### src/rtl/ilv_pkg.sv
package ilv_pkg;
  typedef enum logic [1:0] {
    OP_NONE = 2'b00,
    OP_ACT  = 2'b01,
    OP_RD   = 2'b10,
    OP_PRE  = 2'b11
  } op_e;

  localparam int unsigned MAX_ACT_IN_WINDOW = 4;
endpackage

### src/rtl/ilv_bank_ctl.sv
module ilv_bank_ctl #(
  parameter int ROW_W = 3,
  parameter int T_RCD = 3,
  parameter int T_RP  = 3
) (
  input  logic             clk,
  input  logic             rst_n,
  input  logic             act,
  input  logic             pre,
  input  logic [ROW_W-1:0] row_in,
  output logic             is_open,
  output logic [ROW_W-1:0] open_row,
  output logic             idle
);
  localparam int TMAX = (T_RCD > T_RP) ? T_RCD : T_RP;
  localparam int CW   = $clog2(TMAX + 1);

  logic [CW-1:0] wait_cnt;

  always_ff @(posedge clk) begin
    if (!rst_n) begin
      wait_cnt <= '0;
      is_open  <= 1'b0;
      open_row <= '0;
    end else if (act) begin
      wait_cnt <= CW'(T_RCD);
      is_open  <= 1'b1;
      open_row <= row_in;
    end else if (pre) begin
      wait_cnt <= CW'(T_RP);
      is_open  <= 1'b0;
    end else if (wait_cnt != '0) begin
      wait_cnt <= wait_cnt - 1'b1;
    end
  end

  assign idle = (wait_cnt == '0);
endmodule

### src/rtl/ilv_faw_guard.sv
module ilv_faw_guard #(
  parameter int T_FAW = 16
) (
  input  logic clk,
  input  logic rst_n,
  input  logic act,
  output logic ok
);
  localparam int HW = T_FAW - 1;

  logic [HW-1:0] hist;

  function automatic int unsigned ones(input logic [HW-1:0] v);
    int unsigned n = 0;
    for (int i = 0; i < HW; i++) n += int'(v[i]);
    return n;
  endfunction

  always_ff @(posedge clk) begin
    if (!rst_n) hist <= '0;
    else        hist <= {hist[HW-2:0], act};
  end

  assign ok = ones(hist) < ilv_pkg::MAX_ACT_IN_WINDOW;
endmodule

### src/rtl/ilv_beat_gen.sv
module ilv_beat_gen #(
  parameter int BEAT_W = 2
) (
  input  logic              clk,
  input  logic              rst_n,
  input  logic              start,
  output logic              bus_ok,
  output logic              dat_vld,
  output logic [BEAT_W-1:0] dat_beat
);
  localparam logic [BEAT_W:0] BLV = (BEAT_W + 1)'(1 << BEAT_W);

  logic [BEAT_W:0] left;
  logic [BEAT_W:0] done;

  always_ff @(posedge clk) begin
    if (!rst_n)           left <= '0;
    else if (start)       left <= BLV;
    else if (left != '0)  left <= left - 1'b1;
  end

  assign done     = BLV - left;
  assign bus_ok   = (left <= (BEAT_W + 1)'(1));
  assign dat_vld  = (left != '0);
  assign dat_beat = done[BEAT_W-1:0];
endmodule

### src/rtl/ilv_burst_seq.sv
module ilv_burst_seq
  import ilv_pkg::*;
#(
  parameter int ROW_W  = 3,
  parameter int BANK_W = 3,
  parameter int BEAT_W = 2,
  parameter int QD     = 4,
  parameter int T_RCD  = 3,
  parameter int T_RP   = 3,
  parameter int T_FAW  = 16,
  parameter int ADDR_W = ROW_W + 1 + BANK_W + BEAT_W
) (
  input  logic              clk,
  input  logic              rst_n,
  input  logic              req_vld,
  output logic              req_rdy,
  input  logic [ADDR_W-1:0] req_addr,
  output logic              cmd_vld,
  output logic [1:0]        cmd_op,
  output logic [BANK_W-1:0] cmd_bank,
  output logic [ROW_W-1:0]  cmd_row,
  output logic [BEAT_W:0]   cmd_col,
  output logic              dat_vld,
  output logic [BEAT_W-1:0] dat_beat
);
  localparam int NB = 1 << BANK_W;
  localparam int QW = $clog2(QD);

  typedef struct packed {
    logic [BANK_W-1:0] bank;
    logic [ROW_W-1:0]  row;
    logic              chi;
  } ent_t;

  function automatic ent_t split_addr(input logic [ADDR_W-1:0] a);
    ent_t e;
    e.bank = a[BEAT_W +: BANK_W];
    e.chi  = a[BEAT_W + BANK_W];
    e.row  = a[ADDR_W-1 -: ROW_W];
    return e;
  endfunction

  ent_t             q  [QD];
  ent_t             qn [QD];
  logic [QD-1:0]    qv, qvn;
  logic [NB-1:0]    b_open, b_idle, b_act, b_pre;
  logic [ROW_W-1:0] b_row [NB];
  logic             faw_ok, bus_ok;
  logic             rd_go, act_go, pre_go;
  logic [QW-1:0]    sel;
  ent_t             req_e;
  logic             conflict, push;

  // per-bank timers and open-row state
  for (genvar b = 0; b < NB; b++) begin : g_bank
    assign b_act[b] = act_go && (q[sel].bank == BANK_W'(b));
    assign b_pre[b] = pre_go && (q[sel].bank == BANK_W'(b));
    ilv_bank_ctl #(.ROW_W(ROW_W), .T_RCD(T_RCD), .T_RP(T_RP)) u_bank (
      .clk(clk), .rst_n(rst_n), .act(b_act[b]), .pre(b_pre[b]),
      .row_in(q[sel].row), .is_open(b_open[b]), .open_row(b_row[b]),
      .idle(b_idle[b]));
  end

  ilv_faw_guard #(.T_FAW(T_FAW)) u_faw (
    .clk(clk), .rst_n(rst_n), .act(act_go), .ok(faw_ok));

  ilv_beat_gen #(.BEAT_W(BEAT_W)) u_beat (
    .clk(clk), .rst_n(rst_n), .start(rd_go), .bus_ok(bus_ok),
    .dat_vld(dat_vld), .dat_beat(dat_beat));

  // request side
  always_comb begin
    req_e    = split_addr(req_addr);
    conflict = 1'b0;
    for (int i = 0; i < QD; i++)
      if (qv[i] && q[i].bank == req_e.bank) conflict = 1'b1;
  end
  assign req_rdy = !qv[QD-1] && (req_addr[BEAT_W-1:0] == '0) && !conflict;
  assign push    = req_vld && req_rdy;

  // scheduler: head read first, then the oldest entry whose prep step is due
  always_comb begin
    logic found;
    logic [BANK_W-1:0] bk;
    rd_go  = 1'b0;
    act_go = 1'b0;
    pre_go = 1'b0;
    sel    = '0;
    found  = 1'b0;
    bk     = q[0].bank;
    if (qv[0] && b_open[bk] && b_row[bk] == q[0].row && b_idle[bk] && bus_ok) begin
      rd_go = 1'b1;
      found = 1'b1;
    end
    for (int i = 0; i < QD; i++) begin
      bk = q[i].bank;
      if (!found && qv[i] && b_idle[bk]) begin
        if (b_open[bk] && b_row[bk] != q[i].row) begin
          pre_go = 1'b1;
          found  = 1'b1;
          sel    = QW'(i);
        end else if (!b_open[bk] && faw_ok) begin
          act_go = 1'b1;
          found  = 1'b1;
          sel    = QW'(i);
        end
      end
    end
  end

  // queue update: pop head on read, append at first free slot
  always_comb begin
    logic placed;
    qn     = q;
    qvn    = qv;
    placed = 1'b0;
    if (rd_go) begin
      for (int i = 0; i < QD - 1; i++) begin
        qn[i]  = q[i+1];
        qvn[i] = qv[i+1];
      end
      qvn[QD-1] = 1'b0;
    end
    for (int i = 0; i < QD; i++) begin
      if (push && !placed && !qvn[i]) begin
        qn[i]  = req_e;
        qvn[i] = 1'b1;
        placed = 1'b1;
      end
    end
  end

  always_ff @(posedge clk) begin
    if (!rst_n) qv <= '0;
    else        qv <= qvn;
  end

  always_ff @(posedge clk) q <= qn;

  // registered command outputs
  always_ff @(posedge clk) begin
    if (!rst_n) begin
      cmd_vld  <= 1'b0;
      cmd_op   <= OP_NONE;
      cmd_bank <= '0;
      cmd_row  <= '0;
      cmd_col  <= '0;
    end else begin
      cmd_vld  <= rd_go || act_go || pre_go;
      cmd_op   <= rd_go ? OP_RD : act_go ? OP_ACT : pre_go ? OP_PRE : OP_NONE;
      cmd_bank <= q[sel].bank;
      cmd_row  <= q[sel].row;
      cmd_col  <= rd_go ? {q[sel].chi, {BEAT_W{1'b0}}} : '0;
    end
  end
endmodule

### config.mk
export PLATFORM = sky130hd
export DESIGN_NAME = ilv_burst_seq
export DESIGN_NICKNAME = d
export VERILOG_FILES = /design/src/rtl/ilv_pkg.sv /design/src/rtl/ilv_bank_ctl.sv /design/src/rtl/ilv_faw_guard.sv /design/src/rtl/ilv_beat_gen.sv /design/src/rtl/ilv_burst_seq.sv
export SDC_FILE = /design/constraint.sdc
export NUM_CORES = 1
export LEC_CHECK = 0
export ABC_AREA = 1
export CORE_MARGIN = 1.5
export CORE_UTILIZATION = 55
export DETAILED_ROUTE_END_ITERATION = 7
export PLACE_DENSITY = 0.84
export SLEW_MARGIN = 20
export SYNTH_ARGS = -nofsm -noshare
export SYNTH_HDL_FRONTEND = slang
export SYNTH_SLANG_ARGS = --single-unit
### constraint.sdc
create_clock -name clk -period 6.75 [get_ports clk]
set_input_delay 1.35 -clock clk [delete_from_list [all_inputs] [get_ports clk]]
set_output_delay 1.35 -clock clk [all_outputs]
set_load 0.01 [all_outputs]
==> flow_metrics.tcl <==
set metrics [dict create \
    nNetsFinal 1039 \
    drcViolationCount 0 \
    port_buffers 25 \
    p_per_area_nw_per_um2 223.7 \
    area_growth_pct 7.186 \
    gr-max-usage-layer "met2" \
    cts_setup_buffers 0 \
    clock.fmax_mhz 174.2 \
    ys_seq_area_frac 0.3455 \
    place_hpwl_mm 13.95 \
    crit_fanout 15 \
    endpoint_kind "flop" \
    final_antenna_net_count 0 \
    die_y_um 116.4 \
    ys_warn_count 0 \
    layout_commonest_cell "nand2_1" \
    dieWidth_um 116.4 \
    cts_tree "yes" \
    relSlewSlack 0.2755 \
    drive_above_1_share 0.06157 \
    cp.arrival_ns 5.94 \
    ff_latch_area_um2 2442 \
    grt_use_met3 0.06694 \
    grt_use_met1 0.3967 \
    synth.avg_cell_area_um2 6.965 \
    grt_max_degree 42 \
    synthCells 1015 \
    rows 41 \
    skew_ns 0.01054 \
    gr-usage-all-layers 0.3054 \
    clk_pin_slew_ns 0.07 \
    start_util 0.5625 \
    fin_tns_setup_ns 0 \
    peakVddDrop_uv 184.6 \
    via_count 6784 \
    status "completed" \
    p_leak_uw 0.003327 \
    viasPerCell 5.754 \
    worstSetupPathType "reg2reg" \
    antenna_found_initial 0 \
    wl_mm 19.65 \
    synth-seq-cells 108 \
    hp-class "reg2reg" \
    clk_path_buf_depth 2 \
    report.power.total_uw 1695 \
    rsz0062_at_grt "false" \
    tightestPinTransition_ns 1.087 \
    die-area_um2 13540 \
    avgRoutedWirePerCell_um 16.67 \
    htree_levels 3 \
    drt-initial-drc-count 765 \
    n_antenna_cell 0 \
    period_share 0.8502 \
    place_congestion 0.9777 \
    critical_path_required_ns 6.95 \
    grt_pass1_vias 6191 \
    root_buffer "clkbuf_16" \
    final_cell_mix "nand2_1 (229), inv_1 (124), o21ai_0 (95), nor2_1 (95), dfxtp_1 (80)" \
    finalSetupViolations 0 \
    n_fill_cell 1132 \
    grt_pass1_wl_mm 31.50 \
    synth_cell_type_count 44 \
    finalHoldViolations 0 \
    ios 28 \
    fp.coreArea_um2 12570 \
    dr.pass1.iters 6 \
    finalCriticalPeriod_ns 5.739 \
    gr-total-overflow 0 \
    multi_input_area_um2 3855 \
    numCtsBuffers 9 \
    insertion_delay_ns 0.36 \
    cts_hold_buf 0 \
    start_kind "flop" \
    cap_viol_max_count 0 \
    drv_slew 0 \
    grt_use_met2 0.4898 \
    post_cts_resize_count 0 \
    cts.sinks 108 \
    syn_area_um2 7069 \
]
## state kept, by name, summed over array words and instances (netlist names)
register,flops
g_bank.u_bank.open_row,24
cmd_bank,3
cmd_vld,1
g_bank.u_bank.is_open,8
q,28
cmd_op,2
cmd_row,3
g_bank.u_bank.wait_cnt,16
qv,4
u_beat.left,3
u_faw.hist,15
cmd_col,1
## where the power goes
part | internal [µW] | switching, µW | leakage [µW]
clock network | 276 | 246 | 0.000142
logic | 173 | 247 | 0.00228
registers | 717 | 35.9 | 0.000904
## through the flow
step | area (µm²) | instances | utilization | setup slack [ns] | hold WS, ns
5_1_grt | 7577 | 1179 | 0.6029 | 0.7310 | 0.4510
4_1_cts | 7577 | 1179 | 0.6029 | 1.027 | 0.4283
6_report | 7577 | 1179 | 0.6029 | 1.011 | 0.4250
2_1_floorplan | 7073 | 1016 | - | 1.869 | 0.4071
3_3_place_gp | 7288 | 1163 | 0.5799 | 1.049 | 0.4112
3_5_place_dp | 7288 | 1163 | 0.5799 | 1.045 | 0.4172
## metal layers
metal | routed length, µm | vias to the layer above
met2 | 8920 | 359
met1 | 7898 | 3049
met5 | 0 | -
li1 | - | 3306
met3 | 2031 | 70
met4 | 801 | 0
## synth_stat cells (all sizes together)
cell	count	area share
nand2	238	0.13
inv	132	0.070
nor2	103	0.067
o21ai	102	0.073
nand3	92	0.075
dfxtp	80	0.23
a21oi	75	0.054
nand4	34	0.030
clkbuf	30	0.016
edfxtp	28	0.12
buf	23	0.023
o211ai	18	0.019
ha	17	0.030
xor2	12	0.015
fa	8	0.023
xnor2	5	0.0062
nor3	3	0.0035
o2111ai	3	0.0062
clkinv	2	0.0011
o22ai	2	0.0018
a2111oi	1	0.0012
a211oi	1	0.0011
a31oi	1	0.00089
and2	1	0.00089
conb	1	0.00053
o21a	1	0.0011
or2	1	0.00089
or3	1	0.00089
## layout make-up
class,count,share of cell area
Tap cell,172,0.02840
Inverter,134,0.06638
Clock inverter,3,0.003798
Clock buffer,13,0.03435
Timing Repair Buffer,28,0.03600
Multi-Input combinational cell,721,0.5088
Sequential cell,108,0.3223
## kinds of logic (layout without fill, tap and decap cells)
family          after synthesis  in the layout  share of synthesized area
xor+xnor                     17             17                    0.02106
buf+inv                     187            178                     0.1097
simple gates                473            473                     0.3122
flops                       108            108                     0.3455
other cells                   1              2                  0.0005305
compound gates              204            204                     0.1582
fa+ha+maj                    25             25                    0.05274
## critical path, stage by stage (launching register included)
cell,delay [ns]
dfxtp_1,0.32
ha_1,0.28
inv_1,0.05
fa_1,0.50
fa_1,0.47
fa_1,0.50
fa_1,0.54
inv_1,0.04
ha_1,0.18
nor2_1,0.09
nand2_1,0.05
a31oi_1,0.20
inv_1,0.17
nor2_2,0.17
a21oi_2,0.05
o21ai_0,0.16
nor2_1,0.09
o21ai_2,0.29
nand4_1,0.19
nand2_1,0.10
inv_1,0.05
nand2_1,0.09
inv_1,0.14
nand2_1,0.32
nand4_1,0.27
nand2_1,0.15
a21oi_1,0.10
## worst paths after layout
| kind | start | end | slack (ns) | depth (start not counted) |
|---|---|---|---|---|
| setup / recovery | u_faw.hist[1] | g_bank[4].u_bank.is_open | 1.01 | 26 |
| hold reg to reg | u_faw.hist[5] | u_faw.hist[6] | 0.42 | 2 |
| hold / removal | u_faw.hist[5] | u_faw.hist[6] | 0.42 | 2 |
| setup reg to reg | u_faw.hist[1] | g_bank[4].u_bank.is_open | 1.01 | 26 |
Note: power is estimated with default switching activity, not from simulation.
